==> src/rtl/pse_pkg.sv <==
package pse_pkg;

    typedef enum logic [2:0] {
        SEQ_IDLE   = 3'd0,
        SEQ_RD_A   = 3'd1,
        SEQ_WAIT_A = 3'd2,
        SEQ_RD_B   = 3'd3,
        SEQ_WAIT_B = 3'd4,
        SEQ_ADD    = 3'd5,
        SEQ_DONE   = 3'd6
    } seq_state_e;

endpackage

==> src/rtl/pse_sample_ram.sv <==
// Simple dual-port storage: one write port, one registered read port.
module pse_sample_ram #(
    parameter int DATA_W = 8,
    parameter int ADDR_W = 3
) (
    input  logic                     clk,
    input  logic                     wr_en,
    input  logic [ADDR_W-1:0]        wr_addr,
    input  logic signed [DATA_W-1:0] wr_data,
    input  logic [ADDR_W-1:0]        rd_addr,
    output logic signed [DATA_W-1:0] rd_data
);

    localparam int DEPTH = 1 << ADDR_W;

    logic signed [DATA_W-1:0] cells [DEPTH];

    // Nonblocking update: a read of the location being written sees old data.
    always_ff @(posedge clk) begin
        if (wr_en) begin
            cells[wr_addr] <= wr_data;
        end
        rd_data <= cells[rd_addr];
    end

endmodule

==> src/rtl/pse_wr_ptr.sv <==
// Write pointer: advances once per accepted write, wraps at the depth.
module pse_wr_ptr #(
    parameter int ADDR_W = 3
) (
    input  logic              clk,
    input  logic              rst,
    input  logic              adv,
    output logic [ADDR_W-1:0] ptr
);

    localparam logic [ADDR_W-1:0] STEP = ADDR_W'(1);

    always_ff @(posedge clk) begin
        if (rst) begin
            ptr <= '0;
        end else if (adv) begin
            ptr <= ptr + STEP;
        end
    end

endmodule

==> src/rtl/pse_sequencer.sv <==
// Command sequencer: two fetches through one read port, then an add.
module pse_sequencer
    import pse_pkg::*;
#(
    parameter int DATA_W   = 8,
    parameter int ADDR_W   = 3,
    parameter int OPA_ADDR = 0,
    parameter int OPB_ADDR = 1
) (
    input  logic                     clk,
    input  logic                     rst,
    input  logic                     start,
    input  logic signed [DATA_W-1:0] rd_data,
    output logic [ADDR_W-1:0]        rd_addr,
    output logic signed [DATA_W:0]   sum,
    output logic                     done,
    output seq_state_e               state
);

    localparam int SUM_W = DATA_W + 1;
    localparam logic [ADDR_W-1:0] ADDR_A = ADDR_W'(OPA_ADDR);
    localparam logic [ADDR_W-1:0] ADDR_B = ADDR_W'(OPB_ADDR);

    seq_state_e state_nxt;
    logic signed [DATA_W-1:0] op_a;
    logic signed [DATA_W-1:0] op_b;

    // State register
    always_ff @(posedge clk) begin
        if (rst) begin
            state <= SEQ_IDLE;
        end else begin
            state <= state_nxt;
        end
    end

    // Next-state logic
    always_comb begin
        state_nxt = state;
        unique case (state)
            SEQ_IDLE:   state_nxt = start ? SEQ_RD_A : SEQ_IDLE;
            SEQ_RD_A:   state_nxt = SEQ_WAIT_A;
            SEQ_WAIT_A: state_nxt = SEQ_RD_B;
            SEQ_RD_B:   state_nxt = SEQ_WAIT_B;
            SEQ_WAIT_B: state_nxt = SEQ_ADD;
            SEQ_ADD:    state_nxt = SEQ_DONE;
            SEQ_DONE:   state_nxt = SEQ_IDLE;
            default:    state_nxt = SEQ_IDLE;
        endcase
    end

    // Read address follows the fetch phase: second operand only in RD_B.
    always_comb begin
        rd_addr = (state == SEQ_RD_B) ? ADDR_B : ADDR_A;
    end

    // Outputs and datapath registers
    always_ff @(posedge clk) begin
        if (rst) begin
            op_a <= '0;
            op_b <= '0;
            sum  <= '0;
            done <= 1'b0;
        end else begin
            done <= (state_nxt == SEQ_DONE);
            unique case (state)
                SEQ_WAIT_A: op_a <= rd_data;
                SEQ_WAIT_B: op_b <= rd_data;
                SEQ_ADD:    sum  <= SUM_W'(op_a) + SUM_W'(op_b);
                default:    ;
            endcase
        end
    end

endmodule

==> src/rtl/pair_sum_engine.sv <==
module pair_sum_engine
    import pse_pkg::*;
#(
    parameter int SAMPLE_W = 8,
    parameter int ADDR_W   = 3,
    parameter int OPA_ADDR = 0,
    parameter int OPB_ADDR = 1
) (
    input  logic                       clk,
    input  logic                       rst,
    input  logic                       in_valid,
    input  logic signed [SAMPLE_W-1:0] in_sample,
    input  logic                       start,
    output logic                       done,
    output logic signed [SAMPLE_W:0]   sum_out
);

    logic [ADDR_W-1:0]          wr_addr;
    logic [ADDR_W-1:0]          rd_addr;
    logic signed [SAMPLE_W-1:0] rd_data;
    seq_state_e                 seq_state;

    pse_wr_ptr #(.ADDR_W(ADDR_W)) u_ptr (
        .clk (clk),
        .rst (rst),
        .adv (in_valid),
        .ptr (wr_addr)
    );

    pse_sample_ram #(.DATA_W(SAMPLE_W), .ADDR_W(ADDR_W)) u_ram (
        .clk     (clk),
        .wr_en   (in_valid),
        .wr_addr (wr_addr),
        .wr_data (in_sample),
        .rd_addr (rd_addr),
        .rd_data (rd_data)
    );

    pse_sequencer #(
        .DATA_W   (SAMPLE_W),
        .ADDR_W   (ADDR_W),
        .OPA_ADDR (OPA_ADDR),
        .OPB_ADDR (OPB_ADDR)
    ) u_seq (
        .clk     (clk),
        .rst     (rst),
        .start   (start),
        .rd_data (rd_data),
        .rd_addr (rd_addr),
        .sum     (sum_out),
        .done    (done),
        .state   (seq_state)
    );

endmodule

==> config.mk <==
export PLATFORM = sky130hd
export DESIGN_NAME = pair_sum_engine
export DESIGN_NICKNAME = d
export VERILOG_FILES = /design/src/rtl/pse_pkg.sv /design/src/rtl/pse_sample_ram.sv /design/src/rtl/pse_wr_ptr.sv /design/src/rtl/pse_sequencer.sv /design/src/rtl/pair_sum_engine.sv
export SDC_FILE = /design/constraint.sdc
export NUM_CORES = 1
export LEC_CHECK = 0
export BUFFER_PORTS_ARGS = -buffer_cell sky130_fd_sc_hd__buf_2
export CORE_MARGIN = 5
export CORE_UTILIZATION = 52
export DETAILED_ROUTE_END_ITERATION = 7
export GPL_ROUTABILITY_DRIVEN = 0
export HOLD_SLACK_MARGIN = 0.08
export PLACE_DENSITY = 0.7
export SLEW_MARGIN = 40
export SYNTH_ARGS = -nofsm -noshare
export SYNTH_HDL_FRONTEND = slang
export SYNTH_SLANG_ARGS = --single-unit
==> constraint.sdc <==
create_clock -name clk -period 1.7 [get_ports clk]
set_input_delay 0.255 -clock clk [delete_from_list [all_inputs] [get_ports clk]]
set_output_delay 0.255 -clock clk [all_outputs]
set_load 0.03 [all_outputs]
==> results by group, run 1 <==
Setup path
  • Worst R2R Start: u_seq.op_b[0]
  • CP Capture Type: flop
  • Highest net fanout along the worst path: 3
  • Critical Path AT: 1.94 ns
  • Worst EP required: 1.94 ns
  • Internal reg-to-reg setup slack: roughly 0.0010 ns
  • WS Path Type: reg2reg
  • Reg2Reg Capture Point: u_seq.sum[8]
  • Crit start category: flop
  • FF-to-FF path depth: 6

Timing
  • Hold Violations, Final: 0
  • Crit path time final: 1.70 ns
  • Final setup fails: 0
  • Final worst slack: between 0.001 and 0.0015 ns
  • Hold WS: 0.136 ns
  • Setup TNS Final: 0 ns
  • Period utilisation layout: 0.999
  • Relative slew slack: 0.669
  • FMAX: 0.589 GHz
  • Slew Viols, Final: 0
  • Unrepaired setup endpoints after global routing: yes
  • Worst clock skew: between 0.006 and 0.007 ns
  • Worst slew pin tran: 0.495 ns

Clock tree
  • CTS tree: yes
  • Max Buffers Root-to-Sink: 2
  • Setup bufs post-CTS: 0
  • Hold buffers post-CTS: 0
  • Clock insertion delay at the later pin of the skew report: around 0.30 ns
  • CTS buffer count: 5
  • Clk root buf: clkbuf_8
  • H-tree lvl count: 2
  • Clock-pin slew on the worst setup and hold paths: 0.10 ns
  • Clock sinks: 56

Drt
  • Vias per cell: roughly 5.6
  • DR iter-0 viols: 112
  • Number of detailed-route iterations in the first pass: 4
  • Routed length per placed instance: 14.5 µm
  • Final ANT Viol Nets: 0
  • Via count: 1507
  • DRC violations left: 0
  • WL final: 3.92 mm

Global route
  • Initial antenna violation count: 0
  • Vias in the first global route: 1475
  • Largest net degree at the start of global routing: 30
  • Grt total ovfl: 0
  • Global-route wire length before repair: 6.53 mm
  • Gr usage total: 0.152

Min path
  • Worst Hold Depth: 1
  • Min-delay src: in_sample[2]
  • Hold Crit Class: in2reg
  • Worst Hold Endpoint: u_ram.cells[1][2]

Floorplanning
  • Die H: 75.6 µm
  • Die X: around 76 µm
  • Row cnt: 23
  • Core area: between 4000 and 5000 µm²
  • Initial Utilization: 0.547
  • Top Ports: 22
  • Die area: 5710 µm²

Final layout
  • Post-layout nets: 242
  • Final non-filler cell total: 271
  • Area Overhead vs Synth: 17.8%
  • # fillers: 310
  • # diodes: 0
  • Ratio of cells with drive above 1 in the final layout: 0.253

Synthesis
  • Synth area leader: dfxtp_1
  • Library cells used by synthesis: 42
  • Synth async-reset ratio: 0
  • Top cells by area, synth: dfxtp_1 36%, edfxtp_1 21%, mux2i_1 7.6%
  • Syn nets: 214
  • Post-synth EDFFs: 16
  • Post-synthesis sequential area ratio: 0.573
  • Top-area cell type share of the netlist area: 0.358
  • Yosys reg bits: 56
  • Post-Synthesis Cells: 192
  • Syn_area_per_cell: 11.7 µm²
  • Top FF cell, synth: dfxtp_1
  • Synth warn: 0
  • Synth Cell Area: 2240 µm²

Power
  • Leakage: 0.00105 µW
  • Switching Share: 0.196
  • Net Sw Power: 551 µW
  • Part of the power in registers: 0.527
  • Pwr Density: 1070 nW/µm²
  • Power share of the combinational group: 0.066
  • Clock power frac: 0.407
  • Pint: approximately 2300 µW
  • Peak VDD IR: 0.764 mV

Place
  • Final HPWL DP: 2.76 mm
  • Placed instance count: ~260
  • I/O Buffers: 21
  • Pre-CTS WS: -0.123 ns

Status
  • Run status: finished, final reports clean

Job
  • Max capacitance violation total: 0
-- repair_timing --
item	4_1_cts	5_1_grt
resized for setup	4	9
setup endpoints to repair	2	4
gates cloned	0	0
pin swaps	3	1
-- how the worst max path moves through the flow --
stage	to	slack [ns]	cells past startpoint	startpoint
floorplan	u_ram.cells[0][0]	-0.01	1	u_ptr.ptr[2]
global placement	u_seq.sum[8]	-0.03	6	u_seq.op_b[0]
detailed placement	u_seq.sum[8]	-0.12	6	u_seq.op_b[0]
CTS	u_seq.sum[8]	-0.02	6	u_seq.op_b[0]
global route	u_seq.sum[6]	-0.12	6	u_seq.op_b[0]
finish	u_seq.sum[8]	0.001	6	u_seq.op_b[0]
-- worst max-delay path: stages (launching register included) --
cell	delay, ns
dfxtp_2	0.35
ha_4	0.16
fa_2	0.38
a21o_4	0.24
a2111oi_4	0.28
o21ai_1	0.09
a21oi_1	0.13
-- registers in the layout, summed over array words and instances (netlist names) --
signal	count
u_seq.sum	9
u_seq.done	1
u_seq.op_a	8
u_seq.state	3
u_seq.op_b	8
u_ram.rd_data	8
u_ptr.ptr	3
u_ram.cells	16
-- kinds of logic after synthesis --
kind of cell / share of synthesized area
buffers and inverters: 0.0224
flip-flops: 0.573
adder cells (fa/ha/maj): 0.0593
AO/OA/AOI/OAI: 0.0800
XOR/XNOR: 0.0117
multiplexers: 0.116
AND/OR/NAND/NOR: 0.138
-- power by group through the flow --
stage / clock [µW] / combinational [µW] / sequential, µW
floorplan: 0 / 132 / 1500
global placement: 0 / 173 / 1510
detailed placement: 0 / 182 / 1520
CTS: 1170 / 185 / 1480
global route: 1230 / 208 / 1490
finish: 1150 / 185 / 1490
-- area by class of cell --
class,count,area (µm²),share of cell area
clock inverter,3,90.1,0.0342
tap,50,62.6,0.0237
inverter,4,15.0,0.00570
sequential,56,1280,0.487
multi-input combinational,125,957,0.363
timing repair buffer,28,158,0.0598
clock buffer,5,68.8,0.0261
-- layer usage --
layer,vias up,GRT usage,part of all wire
met5,-,0,0
met1,701,0.186,0.44
met4,0,0.0583,0.018
met3,10,0.0462,0.062
met2,46,0.251,0.48
li1,750,-,-
-- layout by cell type (no fill, tap or decap), types with 2 or more instances in the layout --
cell type and instances:
nor2_1 23, nand2_1 8, bufinv_16 3, dfxtp_2 3, nor2b_1 2, edfxtp_1 16
nand2b_1 3, o211ai_1 2, inv_1 3, a211oi_2 2, mux2i_1 17, nand3b_1 2
dfxtp_1 37, and3_1 2, buf_4 7, xnor2_1 2, ha_1 8, a21oi_1 9
nor3_1 4, or4_1 2, o21ai_0 3, clkbuf_8 5, buf_2 21, mux2_2 8
nand3_1 5
-- through the flow --
| step | instance area [µm²] | total power (µW) | util |
|---|---|---|---|
| finish | 2640 | 2820 | 0.645 |
| global route | 2640 | 2930 | 0.645 |
| CTS | 2590 | 2840 | 0.635 |
| detailed placement | 2420 | 1700 | 0.593 |
| global placement | 2420 | 1680 | 0.593 |
| floorplan | 2240 | 1630 | - |
-- Yosys cell counts (2+ instances only) --
library cell,count
or4_1,2
a21o_1,2
nor3_1,4
o21ai_0,4
clkbuf_1,3
nand3b_1,2
buf_4,2
a211oi_1,2
mux2_2,8
xnor2_1,2
nand2b_1,3
and3_1,3
mux2i_1,17
inv_1,3
nor2b_1,2
edfxtp_1,16
nand2_1,8
o211ai_1,2
nor2_1,23
nand3_1,5
dfxtp_1,40
ha_1,9
a21oi_1,10
a2111oi_0,2
Note: power is estimated with default switching activity, not from simulation.
==> run 2, diff against run 1 <==
--- a/config.mk
+++ b/config.mk
@@ -5,13 +5,14 @@
 export SDC_FILE = /design/constraint.sdc
 export NUM_CORES = 1
 export LEC_CHECK = 0
-export BUFFER_PORTS_ARGS = -buffer_cell sky130_fd_sc_hd__buf_2
+export BUFFER_PORTS_ARGS = -buffer_cell sky130_fd_sc_hd__buf_4
 export CORE_MARGIN = 5
 export CORE_UTILIZATION = 52
 export DETAILED_ROUTE_END_ITERATION = 7
 export GPL_ROUTABILITY_DRIVEN = 0
 export HOLD_SLACK_MARGIN = 0.08
 export PLACE_DENSITY = 0.7
+export RECOVER_POWER = 25
 export SLEW_MARGIN = 40
 export SYNTH_ARGS = -nofsm -noshare
 export SYNTH_HDL_FRONTEND = slang
==> run 2 against run 1 <==
The run now ends with setup timing left. Largest cell class unchanged. Final cell count up 0.37%. Non-clock buffer count is 1 higher. Routed wire length rose by 4.4%. Register-to-register slack got worse by 0.02 ns. Critical path type unchanged. Global-route usage is 0.96 points higher. Critical path depth did not move. Total power down 16%. Sequential cell count stayed put. Largest power group unchanged.
==> results by group, run 2 (synthesis gave the netlist of run 1 again) <==
Status
  • Failing checks: setup timing
  • Run status: finished, violations left

Power
  • PnR Total Power: 2360 µW (-16%)
  • Peak VDD IR: 0.678 mV (-11%)
  • Leakage: 0.00103 µW (-2.3%)
  • Pwr Density: 914 nW/µm² (-14%)

Global route
  • Gr usage total: 0.161 (+0.00965)
  • M3 GR Usage: 0.0356 (-0.0106)
  • Global-route wire length before repair: 6.92 mm (+5.9%)
  • Grt total ovfl: 0 (unchanged)
  • Top Usage Layer GRT: met2
  • Met1 Use GR: 0.184 (-0.00268)
  • Vias in the first global route: 1533 (+3.9%)
  • Largest net degree at the start of global routing: 33 (+10%)
  • Initial antenna violation count: 0 (unchanged)
  • GR Util met2: 0.299 (+0.0479)

Final layout
  • Leading registers by flop count: u_ram.cells x16, u_seq.sum x9
  • Commonest non-fill, non-tap cells in the layout: 39 x dfxtp_1, 23 x nor2_1, 21 x buf_4, 17 x mux2i_1, 16 x edfxtp_1
  • Largest register FFs: 16 (unchanged)
  • Most common cell after layout, fill and taps aside: dfxtp_1
  • Top reg by flops: u_ram.cells
  • # diodes: 0 (unchanged)
  • Area Overhead vs Synth: 15.2%
  • Layout Utilization: 0.631 (-0.0144)
  • Ratio of cells with drive above 1 in the final layout: 0.225 (-0.0282)
  • Post-layout nets: 243 (+0.41%)
  • Final non-filler cell total: 272 (+0.37%)
  • # fillers: 339 (+9.4%)

Timing
  • Hold Violations, Final: 0 (unchanged)
  • Final setup fails: 1 (+1)
  • Hold WS: 0.163 ns (+0.0269 ns)
  • Slew Viols, Final: 0 (unchanged)
  • Worst clock skew: 0.00890 ns (+0.00247 ns)
  • FMAX: 0.582 GHz (-1.2%)
  • Final worst slack: -0.0188 ns (-0.0198 ns)
  • Crit path time final: 1.72 ns (+0.0198 ns)
  • Unrepaired setup endpoints after global routing: yes
  • Relative slew slack: 0.672 (+0.00263)
  • Period utilisation layout: 1.01 (+0.0116)
  • Worst slew pin tran: 0.491 ns (-0.00393 ns)

Drt
  • Routed length per placed instance: 15.1 µm (+4.0%)
  • Final ANT Viol Nets: 0 (unchanged)
  • DR iter-0 viols: 176 (+57%)
  • WL final: 4.09 mm (+4.4%)
  • Via count: 1501 (-0.40%)
  • Vias per cell: 5.52 (-0.76%)
  • Number of detailed-route iterations in the first pass: 4 (unchanged)
  • DRC violations left: 0 (unchanged)

Clock tree
  • Clock-pin slew on the worst setup and hold paths: 0.10 ns (about the same)
  • Clock insertion delay at the later pin of the skew report: 0.30 ns (about the same)
  • Clk root buf: clkbuf_8
  • CTS buffer count: 5 (unchanged)
  • Clock sinks: 56 (unchanged)
  • H-tree lvl count: 2 (unchanged)
  • Setup bufs post-CTS: 0 (unchanged)
  • CTS tree: yes
  • Max Buffers Root-to-Sink: 2 (unchanged)

Setup path
  • CP Capture Type: flop
  • Crit start category: flop
  • Worst EP required: 1.94 ns (about the same)
  • Critical Path AT: 1.96 ns (+0.02 ns)
  • Highest net fanout along the worst path: 3 (unchanged)
  • WS Path Type: reg2reg
  • FF-to-FF path depth: 6 (unchanged)

Place
  • I/O Buffers: 21 (unchanged)
  • Placed instance count: 264 (+0.38%)
  • Final HPWL DP: 2.93 mm (+6.2%)

Floorplanning
  • Initial Utilization: 0.547 (unchanged)
  • Core area: 4090 µm² (unchanged)
  • Die H: 75.6 µm (unchanged)
  • Top Ports: 22 (unchanged)
  • Row cnt: 23 (unchanged)
  • Die area: 5710 µm² (unchanged)
  • Die X: 75.6 µm (unchanged)

Job
  • Max capacitance violation total: 0 (unchanged)

Min path
  • Worst Hold Depth: 1 (unchanged)
  • Hold Crit Class: in2reg
==> run 2: changes by cell type in the layout (fill, tap and decap cells not counted), moves of 2 or more <==
cell       delta
buf_4        +14
clkinv_2      +2
dfxtp_1       +2
clkbuf_4      +8
bufinv_16     -3
dfxtp_2       -2
buf_2        -21
==> run 2: cell type report <==
class / instances / area (µm²) / share of cell area
clock buffer: 5 / 68.8 / 0.0267
inverter: 4 / 15.0 / 0.00583
clock inverter: 3 / 13.8 / 0.00534
timing repair buffer: 29 / 218 / 0.0845
tap: 50 / 62.6 / 0.0243
multi-input combinational: 125 / 917 / 0.356
sequential: 56 / 1280 / 0.498
==> run 2: path summary, 6_finish.rpt <==
check	endpoint	startpoint	slack, ns
max	u_seq.sum[8]	u_seq.op_b[0]	-0.02
min	u_ram.cells[1][0]	in_sample[0]	0.16
max reg2reg	u_seq.sum[8]	u_seq.op_b[0]	-0.02
min reg2reg	u_seq.sum[0]	u_seq.sum[0]	0.47
==> run 2: worst max-delay path, stage by stage (launching register included) <==
cell	delay, ns
dfxtp_2	0.34
ha_2	0.20
fa_2	0.35
a21o_1	0.21
a2111oi_2	0.35
o21ai_1	0.10
a21oi_1	0.12
==> run 2: report_power, final <==
group / total, µW / internal, µW / switching, µW / leakage [µW]
clock: 680 / 281 / 399 / 0.0000453
combinational: 190 / 91.4 / 98.8 / 0.000504
sequential: 1490 / 1440 / 41.0 / 0.000477
total: 2360 / 1820 / 538 / 0.00103
==> run 2: repair_timing <==
action                     CTS  global route
resized for setup            4             0
cloned                       0             0
hold buffers                 0             0
setup endpoints to repair    3             4
pin swaps                    3             0
==> run 2: metrics by stage <==
stage | setup TNS [ns] | setup WS [ns] | instance area [µm²]
global placement | -0.0442 | -0.0442 | 2480
floorplan | -0.0814 | -0.0101 | 2240
detailed placement | -0.133 | -0.0837 | 2480
CTS | 0 | 0.0239 | 2580
global route | -0.214 | -0.0703 | 2580
finish | -0.0188 | -0.0188 | 2580
==> run 2: per-layer routing <==
metal | up-vias | share of wire
li1 | 755 | -
met2 | 41 | 0.51
met5 | - | 0
met3 | 4 | 0.050
met1 | 701 | 0.43
met4 | 0 | 0.0071
